$ cat config.mk
export PLATFORM = sky130hd
export DESIGN_NAME = adc_seq
export DESIGN_NICKNAME = d
export VERILOG_FILES = /design/src/rtl/adc_seq_pkg.sv /design/src/rtl/adc_seq_sync.sv /design/src/rtl/adc_seq_rate.sv /design/src/rtl/adc_seq_ctrl.sv /design/src/rtl/adc_seq_fmt.sv /design/src/rtl/adc_seq.sv
export SDC_FILE = /design/constraint.sdc
export NUM_CORES = 1
export LEC_CHECK = 0
export BUFFER_PORTS_ARGS = -buffer_cell sky130_fd_sc_hd__buf_2
export CAP_MARGIN = 10
export CORE_MARGIN = 1.5
export CORE_UTILIZATION = 55
export DETAILED_ROUTE_END_ITERATION = 7
export HOLD_SLACK_MARGIN = 0.03
export PLACE_DENSITY_LB_ADDON = 0.25
export RECOVER_POWER = 100
export SLEW_MARGIN = 30
export SYNTH_ARGS = -nofsm -noshare
export SYNTH_HDL_FRONTEND = slang
export SYNTH_SLANG_ARGS = --single-unit
$ cat constraint.sdc
create_clock -name clk_i -period 6.1 [get_ports clk_i]
set_clock_uncertainty 0.2 [all_clocks]
set_input_delay 0 -clock clk_i [delete_from_list [all_inputs] [get_ports clk_i]]
set_output_delay 0 -clock clk_i [all_outputs]
set_load 0.02 [all_outputs]
$ cat src/rtl/adc_seq_pkg.sv
`timescale 1ns/1ps
package adc_seq_pkg;
  typedef enum logic [2:0] {
    ST_IDLE, ST_START, ST_WAIT_HI, ST_WAIT_LO, ST_SETTLE
  } seq_state_e;

  function automatic int unsigned ns_to_cyc(int unsigned ns, int unsigned clk_ps);
    return (ns * 1000 + clk_ps - 1) / clk_ps;
  endfunction

  function automatic int unsigned max2(int unsigned a, int unsigned b);
    return (a > b) ? a : b;
  endfunction
endpackage

$ cat src/rtl/adc_seq_sync.sv
`timescale 1ns/1ps
module adc_seq_sync #(
  parameter int unsigned STAGES = 2
) (
  input  logic clk_i,
  input  logic rst_ni,
  input  logic d_i,
  output logic q_o
);
  logic [STAGES-1:0] sr_q;

  generate
    if (STAGES == 1) begin : g_one
      always_ff @(posedge clk_i or negedge rst_ni)
        if (!rst_ni) sr_q <= '0;
        else         sr_q <= d_i;
    end else begin : g_chain
      always_ff @(posedge clk_i or negedge rst_ni)
        if (!rst_ni) sr_q <= '0;
        else         sr_q <= {sr_q[STAGES-2:0], d_i};
    end
  endgenerate

  assign q_o = sr_q[STAGES-1];
endmodule

$ cat src/rtl/adc_seq_rate.sv
`timescale 1ns/1ps
module adc_seq_rate #(
  parameter int unsigned DIV_W = 16
) (
  input  logic             clk_i,
  input  logic             rst_ni,
  input  logic             en_i,
  input  logic [DIV_W-1:0] div_i,
  output logic             tick_o
);
  logic [DIV_W-1:0] cnt_q;
  logic [DIV_W-1:0] lim;

  // zero divider behaves as one
  assign lim = (div_i == '0) ? '0 : div_i - 1'b1;

  always_ff @(posedge clk_i or negedge rst_ni) begin
    if (!rst_ni) begin
      cnt_q  <= '0;
      tick_o <= 1'b0;
    end else if (!en_i) begin
      cnt_q  <= '0;
      tick_o <= 1'b0;
    end else if (cnt_q >= lim) begin
      cnt_q  <= '0;
      tick_o <= 1'b1;
    end else begin
      cnt_q  <= cnt_q + 1'b1;
      tick_o <= 1'b0;
    end
  end
endmodule

$ cat src/rtl/adc_seq_ctrl.sv
`timescale 1ns/1ps
module adc_seq_ctrl
  import adc_seq_pkg::*;
#(
  parameter int unsigned START_CYC  = 25,
  parameter int unsigned SETTLE_CYC = 5,
  parameter int unsigned TMO_CYC    = 100
) (
  input  logic clk_i,
  input  logic rst_ni,
  input  logic trig_i,
  input  logic eoc_i,
  output logic accept_o,
  output logic start_o,
  output logic oe_no,
  output logic cap_o,
  output logic tmo_o,
  output logic idle_o
);
  localparam int unsigned CNT_W = $clog2(max2(START_CYC, SETTLE_CYC) + 1);
  localparam int unsigned TMO_W = $clog2(TMO_CYC + 1);
  localparam logic [CNT_W-1:0] START_LAST  = CNT_W'(START_CYC - 1);
  localparam logic [CNT_W-1:0] SETTLE_LAST = CNT_W'(SETTLE_CYC - 1);
  localparam logic [TMO_W-1:0] TMO_LAST    = TMO_W'(TMO_CYC - 1);

  seq_state_e       state_q;
  logic [CNT_W-1:0] cnt_q;
  logic [TMO_W-1:0] tmo_cnt_q;
  logic             seen_q;
  logic             waiting;

  assign idle_o   = (state_q == ST_IDLE);
  assign accept_o = trig_i && idle_o && !eoc_i;
  assign cap_o    = (state_q == ST_SETTLE) && (cnt_q == SETTLE_LAST);
  assign waiting  = (state_q == ST_START) || (state_q == ST_WAIT_HI) ||
                    (state_q == ST_WAIT_LO);

  always_ff @(posedge clk_i or negedge rst_ni) begin
    if (!rst_ni) begin
      state_q   <= ST_IDLE;
      cnt_q     <= '0;
      tmo_cnt_q <= '0;
      seen_q    <= 1'b0;
      start_o   <= 1'b0;
      oe_no     <= 1'b1;
      tmo_o     <= 1'b0;
    end else begin
      tmo_o <= 1'b0;
      if (waiting) tmo_cnt_q <= tmo_cnt_q + 1'b1;
      case (state_q)
        ST_IDLE: if (accept_o) begin
          state_q   <= ST_START;
          start_o   <= 1'b1;
          cnt_q     <= '0;
          tmo_cnt_q <= '0;
          seen_q    <= 1'b0;
        end
        ST_START: begin
          cnt_q <= cnt_q + 1'b1;
          if (eoc_i) seen_q <= 1'b1;
          if (cnt_q == START_LAST) begin
            start_o <= 1'b0;
            state_q <= ST_WAIT_HI;
          end
        end
        ST_WAIT_HI: if (eoc_i || seen_q) state_q <= ST_WAIT_LO;
        ST_WAIT_LO: if (!eoc_i) begin
          state_q <= ST_SETTLE;
          oe_no   <= 1'b0;
          cnt_q   <= '0;
        end
        ST_SETTLE: begin
          cnt_q <= cnt_q + 1'b1;
          if (cap_o) begin
            oe_no   <= 1'b1;
            state_q <= ST_IDLE;
          end
        end
        default: state_q <= ST_IDLE;
      endcase
      // watchdog overrides any pending transition
      if (waiting && tmo_cnt_q == TMO_LAST) begin
        tmo_o   <= 1'b1;
        start_o <= 1'b0;
        oe_no   <= 1'b1;
        state_q <= ST_IDLE;
      end
    end
  end
endmodule

$ cat src/rtl/adc_seq_fmt.sv
`timescale 1ns/1ps
module adc_seq_fmt #(
  parameter int unsigned DATA_W = 12
) (
  input  logic              clk_i,
  input  logic              rst_ni,
  input  logic              cap_i,
  input  logic              fmt_i,
  input  logic [DATA_W-1:0] raw_i,
  output logic              valid_o,
  output logic [DATA_W-1:0] data_o
);
  always_ff @(posedge clk_i or negedge rst_ni) begin
    if (!rst_ni) begin
      valid_o <= 1'b0;
      data_o  <= '0;
    end else begin
      valid_o <= cap_i;
      if (cap_i) data_o <= {raw_i[DATA_W-1] ^ fmt_i, raw_i[DATA_W-2:0]};
    end
  end
endmodule

$ cat src/rtl/adc_seq.sv
`timescale 1ns/1ps
module adc_seq
  import adc_seq_pkg::*;
#(
  parameter int unsigned CLK_PS        = 4000,
  parameter int unsigned DATA_W        = 12,
  parameter int unsigned DIV_W         = 16,
  parameter int unsigned DROP_W        = 8,
  parameter int unsigned SYNC_STAGES   = 2,
  parameter int unsigned START_NS      = 100,
  parameter int unsigned EOC_SETTLE_NS = 20,
  parameter int unsigned OE_SETTLE_NS  = 10,
  parameter int unsigned TIMEOUT_NS    = 400
) (
  input  logic              clk_i,
  input  logic              rst_ni,
  input  logic              mode_i,
  input  logic              fmt_i,
  input  logic              req_i,
  input  logic [DIV_W-1:0]  rate_div_i,
  input  logic              adc_eoc_i,
  input  logic [DATA_W-1:0] adc_data_i,
  output logic              adc_start_o,
  output logic              adc_oe_no,
  output logic              smp_valid_o,
  output logic [DATA_W-1:0] smp_data_o,
  output logic              busy_o,
  output logic              timeout_o,
  output logic [DROP_W-1:0] drop_cnt_o
);
  localparam int unsigned START_CYC  = ns_to_cyc(START_NS, CLK_PS);
  localparam int unsigned SETTLE_CYC = ns_to_cyc(max2(EOC_SETTLE_NS, OE_SETTLE_NS), CLK_PS);
  localparam int unsigned TMO_CYC    = ns_to_cyc(TIMEOUT_NS, CLK_PS);

  logic eoc_s, tick, trig, accept, cap, idle;
  logic [DROP_W-1:0] drop_q;

  adc_seq_sync #(.STAGES(SYNC_STAGES)) u_sync (
    .clk_i(clk_i), .rst_ni(rst_ni), .d_i(adc_eoc_i), .q_o(eoc_s)
  );

  adc_seq_rate #(.DIV_W(DIV_W)) u_rate (
    .clk_i(clk_i), .rst_ni(rst_ni), .en_i(mode_i), .div_i(rate_div_i), .tick_o(tick)
  );

  assign trig = mode_i ? tick : req_i;

  adc_seq_ctrl #(
    .START_CYC(START_CYC), .SETTLE_CYC(SETTLE_CYC), .TMO_CYC(TMO_CYC)
  ) u_ctrl (
    .clk_i(clk_i), .rst_ni(rst_ni), .trig_i(trig), .eoc_i(eoc_s),
    .accept_o(accept), .start_o(adc_start_o), .oe_no(adc_oe_no),
    .cap_o(cap), .tmo_o(timeout_o), .idle_o(idle)
  );

  adc_seq_fmt #(.DATA_W(DATA_W)) u_fmt (
    .clk_i(clk_i), .rst_ni(rst_ni), .cap_i(cap), .fmt_i(fmt_i),
    .raw_i(adc_data_i), .valid_o(smp_valid_o), .data_o(smp_data_o)
  );

  always_ff @(posedge clk_i or negedge rst_ni) begin
    if (!rst_ni)                          drop_q <= '0;
    else if (trig && !accept && ~&drop_q) drop_q <= drop_q + 1'b1;
  end

  assign busy_o     = !idle;
  assign drop_cnt_o = drop_q;
endmodule

# Word-level counts from Yosys, hierarchy flattened
# Index checks and enable logic that the tools add are counted.
[classes] n_reduce_logical=26 n_eq_ne=15 bitwise_logic=1 magnitude_cmp=1 n_addsub=5 mux=31
[ops] op="$mux 16" n=3
[ops] op="$mux 7" n=3
[ops] op="$mux 3" n=6
[ops] op="$add 16x1->16 const B" n=1
[ops] op="$ge 16x16->1" n=1
[ops] op="$logic_not 16->1" n=1
[ops] op="$sub 16x1->16 const B" n=1
[ops] op="$pmux 3 s5" n=1
[ops] op="$pmux 5 s3" n=1
[ops] op="$mux 1" n=12
[ops] op="$reduce_and 3->1" n=4
[ops] op="$mux 5" n=2
[ops] op="$ne 3x3->1 const B" n=3
[ops] op="$reduce_bool 3->1" n=3
[ops] op="$add 8x1->8 const B" n=1
[ops] op="$reduce_and 8->1" n=1
[ops] op="$add 7x1->7 const B" n=1
[ops] op="$eq 7x7->1 const B" n=1
[ops] op="$eq 3x2->1 const B" n=2
[ops] op="$logic_and 1x1->1" n=6
[ops] op="$ne 2x2->1 const B" n=3
[ops] op="$ne 3x2->1 const B" n=2
[ops] op="$pmux 1 s2" n=3
[ops] op="$add 5x1->5 const B" n=1
[ops] op="other kinds (11)" n=16
[word_totals] ff_bits=59 input_bits=34 out_inout_bits=25

# Longest topological paths before layout
[logic_depth] ltp_word=6 ltp_mapped=12

# Cells and area by module
# Synthesis repeated with hierarchy kept, for this count alone.
[hier_totals] cells_unflattened=346 hier_area_um2=3601.0
[by_module_without_submodules] module="adc_seq_rate" area_each_um2=1556.5 seq_area_each_um2=425.4 n_inst=1 cells_each=176
[by_module_without_submodules] module="adc_seq_ctrl" area_each_um2=1049.8 seq_area_each_um2=476.7 n_inst=1 cells_each=101
[by_module_without_submodules] module="adc_seq_fmt" area_each_um2=508.0 seq_area_each_um2=325.3 n_inst=1 cells_each=28
[by_module_without_submodules] module="adc_seq" area_each_um2=436.7 seq_area_each_um2=200.2 n_inst=1 cells_each=39
[by_module_without_submodules] module="adc_seq_sync" area_each_um2=50.0 seq_area_each_um2=50.0 n_inst=1 cells_each=2

# Least setup slack after synthesis
# OpenSTA, ideal clock, no wires.
[synth_timing] path_type="input-to-reg" startpoint="in rate_div_i[5]" endpoint="reg u_rate.cnt_q[10]" t_required_ps=5762 path_buffers=1 setup_time_ps=138 setup_slack_ps=3257 cell_stages=10 arrival_time_ps=2505 path_cell_list="nor4_1 nand4_1 xnor2_1 nand2_1 ha_1 nand4_1 or3_1 o31ai_4 buf_4 nor4_1"
[synth_between] elab_chain_cells=5 elab_cells_between_ends=6 cone_classes="add/sub: 1; order compare: 1; mux: 3; reduce/logical: 1"
[synth_rtl] element="start, declared" line_no="adc_seq.sv:20" source="input logic [DIV_W-1:0] rate_div_i,"
[synth_rtl] element="$sub 16x1->16 / $logic_not 16->1 (equally long branches)" line_no="adc_seq_rate.sv:15" source="assign lim = (div_i == '0) ? '0 : div_i - 1'b1;"
[synth_rtl] element="$mux 16 (*)" line_no="adc_seq_rate.sv:15"
[synth_rtl] element="$ge 16x16->1 (*)" line_no="adc_seq_rate.sv:24" source="end else if (cnt_q >= lim) begin"
[synth_rtl] element="$mux 16 (*)" line_no="adc_seq_rate.sv:24"
[synth_rtl] element="$mux 16 (*)" line_no="adc_seq_rate.sv:21" source="end else if (!en_i) begin"
[synth_rtl] element="end signal, assigned" line_no="adc_seq_rate.sv:28" source="cnt_q <= cnt_q + 1'b1;"
[synth_rtl] element="end, declared" line_no="adc_seq_rate.sv:11" source="logic [DIV_W-1:0] cnt_q;"
# Every way passes the cells marked *; elsewhere a longest branch is shown, timed or not.
# A chain may end at the register's enable or synchronous reset.

# Worst setup path in the final report
[layout_timing] startpoint="in rate_div_i[7]" endpoint="reg u_rate.cnt_q[15]"
# The elaborated chain is that of the path after synthesis.

==> key figures <==
Timing
  – Tcrit/Tclk final: 0.6385
  – Hold Vio Cnt, Final: 0
  – Worst-margin pin slew: 3.053 ns
  – Relative slew slack: -1.035
  – Setup TNS: 0 ns
  – Hold_ws: 0.07254 ns
  – RSZ-0062 raised after global routing: no
  – Final setup vio count: 0
  – Min cycle time layout: 3.895 ns
  – F_max: 256.8 MHz
  – Max Slew Vio Count: 77

Power and ir drop
  – P_leak: 1.850 nW
  – P per Cell Area: 310.9 nW/um^2
  – VDD IR-drop max: 229.5 uV

CTS
  – CTS Hold Bufs: 16
  – Root Buffer: clkbuf_8
  – Post-cts resize count: 0
  – Clk sinks: 59
  – Post-CTS Setup Inserts: 0
  – Worst-skew pair later-pin latency: 0.33 ns
  – CTS max path bufs: 2
  – Clock transition at path regs: 0.07 ns
  – CTS tree: built
  – CTS Buf Count: 9
  – Number of H-tree levels: 3

Route
  – DRT iter0 DRCs: 148
  – Per-cell routed wire length: 14.57 um
  – Residual DRC count: 0
  – First-pass DRT Iterations: 7
  – WL final: 7370 um
  – Vias: 2861
  – DR vias/cell: 5.654
  – Post-route ant nets: 0

Final layout
  – Layout cell share with drive strength beyond 1: 0.1624
  – Final Util: 0.6906
  – Area Overhead vs Synth: 18.70%
  – Final #Nets: 483
  – ANT cells: 0

GRT
  – Initial antenna violation count: 0
  – Gr usage total: 0.2302
  – Number of global-route vias before repair: 2806
  – Largest net degree at the start of global routing: 60
  – Grt total ovfl: 0
  – First-pass GRT wire length: 13030 um

Worst setup path
  – Worst R2R Start: u_rate.cnt_q[15]$_DFF_PN0_
  – Critical Path AT: 3.81 ns
  – Element type at the critical path start: input port
  – Reg-to-reg setup timing slack: 2.77 ns
  – CP Cell Sequence: clkbuf_1 -> nor4_1 -> and3b_1 -> nand4b_1 -> mux2i_1 -> ha_1 -> nand4_1 -> or3_1 -> o31ai_1 -> a2111oi_0
  – Critical path endpoint: u_rate.cnt_q[15]$_DFF_PN0_
  – Crit path from: rate_div_i[7]
  – R2R depth: 5
  – FF-to-FF End: u_rate.cnt_q[15]$_DFF_PN0_
  – CP Max Fanout: 16
  – Critical Path Slowest Stage Cell: o31ai_1
  – Crit path largest cell delay: 1.46 ns
  – Worst Setup Path Type: in2reg
  – WP data required: 6.02 ns
  – CP endpoint kind: register

Die
  – Die Y: 82.84 um
  – Die area: 6862 um^2
  – Chip Width: 82.84 um
  – Io pins: 59
  – Core ar.: 6026 um^2
  – Site row count: 28
  – Initial Utilization: 0.5818

Logic synthesis
  – Post-synthesis net count: 407
  – EDFF count, synth: 0
  – Post-Synthesis Cells: 350
  – Largest family of logic cells by synthesized area: simple AND/OR/NAND/NOR gates
  – Post-synthesis xor/xnor area fraction: 0.1024
  – Avg Cell Area, Syn: 10.02 um^2
  – Sequential element share of the synthesized area: 0.4215
  – Mux contribution to synthesized area: 0.05318
  – Synth Area in Compound Gates: 0.08565
  – Synth Area in Adders: 0.08208
  – Post-synth cell types: 50
  – Post-Synthesis Cell Area: 3506 um^2
  – Synth async-reset ratio: 1.000
  – Synth Warn #: 0
  – Top_reg_cell synth: dfrtp_1
  – FF+latch count, synth: 59
  – Simple-gate share of the synthesized area: 0.2316

Placement
  – Post-DP HPWL: 5226 um
  – RePlAce Congestion: 0.8030
  – Count of input and output buffers: 58

Status
  – Outcome: finished, violations left
  – Failing checks: max-capacitance violations, max-slew violations

Min path
  – Worst hold stages: 5
  – Worst hold-check path type: in2reg

Job
  – Max_cap viols: 2
==> routing by layer <==
layer / global-route usage / share of wire / wire length, um
met4: 0.08182 / 0.015 / 110
met3: 0.04274 / 0.038 / 279
met2: 0.3577 / 0.46 / 3379
met1: 0.3234 / 0.49 / 3601
met5: 0 / 0 / 0
==> placed cells by master, fill, tap and decap left out, drive strengths merged, types with 2 or more instances in the layout <==
master and instances:
nor4b 2, nand2b 4, mux2i 4, o21a 3, or4 2, a31oi 3
and4 2, o21ba 2, clkinvlp 2, dfrtp 58, o21ai 6, nand4b 3
nor2b 4, o211ai 2, and3 3, nand3b 2, nor3b 2, nand2 29
o31a 2, nand4 14, nor4 19, inv 9, buf 32, a22o 2
mux2 13, ha 23, clkbuf 40, nor2 26, a2111oi 2, or3 4
and2 2, a21oi 14, nand3 19, nor3 10, dlygate4sd3 16, xor2 21
xnor2 20
==> synth_stat cells (2+ instances only) <==
cell type / number / area (um^2)
nor4_1: 19 / 118.9
or4_1: 2 / 15.01
xor2_1: 21 / 183.9
o21ba_2: 2 / 20.02
clkbuf_1: 7 / 26.28
or3_1: 4 / 25.02
nor3b_1: 2 / 15.01
xnor2_1: 20 / 175.2
nand2_1: 29 / 108.9
ha_1: 23 / 287.8
buf_2: 3 / 15.01
inv_1: 9 / 33.78
mux2_2: 13 / 146.4
dfrtp_1: 58 / 1451
nor4b_1: 2 / 17.52
nand3b_1: 2 / 15.01
a21oi_1: 14 / 70.07
nand4_1: 13 / 81.33
o21ai_0: 5 / 25.02
nand4b_1: 3 / 26.28
a31oi_1: 3 / 18.77
nor2b_1: 4 / 25.02
o211ai_1: 2 / 15.01
nand3_1: 18 / 90.09
and3_1: 3 / 18.77
mux2i_1: 4 / 40.04
nor3_1: 9 / 45.04
nor2_1: 26 / 97.59
a22o_1: 2 / 17.52
and2_1: 2 / 12.51
o21a_1: 3 / 22.52
o31a_1: 2 / 17.52
nand2b_1: 4 / 25.02
==> kinds of logic after synthesis <==
logic type | Yosys count
AOI/OAI and AO/OA | 40
xor gates and xnor gates | 41
adders and majority gates | 23
buffers and inverters | 20
DFF | 59
muxes | 17
and+or+nand+nor | 150
==> worst min path at each step <==
stage                    from  slack, ns                   endpoint
finish                  req_i       0.07  u_ctrl.seen_q$_DFFE_PN0P_
global route        adc_eoc_i       0.11   u_sync.sr_q[0]$_DFF_PN0_
CTS                     req_i       0.07  u_ctrl.seen_q$_DFFE_PN0P_
global placement    adc_eoc_i      -0.09   u_sync.sr_q[0]$_DFF_PN0_
floorplan              rst_ni      -0.50  drop_cnt_o[0]$_DFFE_PN0P_
detailed placement  adc_eoc_i      -0.09   u_sync.sr_q[0]$_DFF_PN0_
==> area by class of cell <==
| cell class | instances | area (um^2) |
|---|---|---|
| multi-input combinational | 271 | 1936 |
| fill | 484 | 1864 |
| sequential | 59 | 1478 |
| timing repair buffer | 76 | 425.4 |
| clock buffer | 12 | 145.1 |
| tap | 75 | 93.84 |
| clock inverter | 4 | 50.05 |
| inverter | 9 | 33.78 |
==> report_power, final <==
part           switching [mW]  internal [mW]
sequential             0.0941          0.474
clock                   0.156          0.199
combinational           0.207          0.163
total                   0.457          0.836
==> registers in the layout, summed over array words and instances, names as in the netlist <==
register          count
u_ctrl.cnt_q          5
u_fmt.data_o         12
u_ctrl.tmo_o          1
u_ctrl.start_o        1
u_ctrl.seen_q         1
u_fmt.valid_o         1
u_ctrl.tmo_cnt_q      7
u_sync.sr_q           2
drop_cnt_o            8
u_ctrl.state_q        3
u_rate.tick_o         1
u_rate.cnt_q         16
u_ctrl.oe_no          1
==> critical path: cells and delay by family <==
| family | cells | cell delay, ns |
|---|---|---|
| AO/OA/AOI/OAI | 2 | 1.63 |
| AND/OR/NAND/NOR | 5 | 1.56 |
| adder cells (fa/ha/maj) | 1 | 0.32 |
| multiplexers | 1 | 0.17 |
| buffers and inverters | 1 | 0.12 |
==> metrics by stage <==
step / instance area [um^2] / instances / total power [mW] / setup WS (ns)
2_1_floorplan: 3506 / 350 / 0.8291 / 3.257
3_3_place_gp: 3856 / 474 / 0.9255 / 2.671
3_5_place_dp: 3860 / 474 / 0.9465 / 2.548
4_1_cts: 4215 / 506 / 1.314 / 2.903
5_1_grt: 4161 / 506 / 1.387 / 1.713
6_report: 4161 / 506 / 1.294 / 2.205
Note: power is estimated with default switching activity, not from simulation.
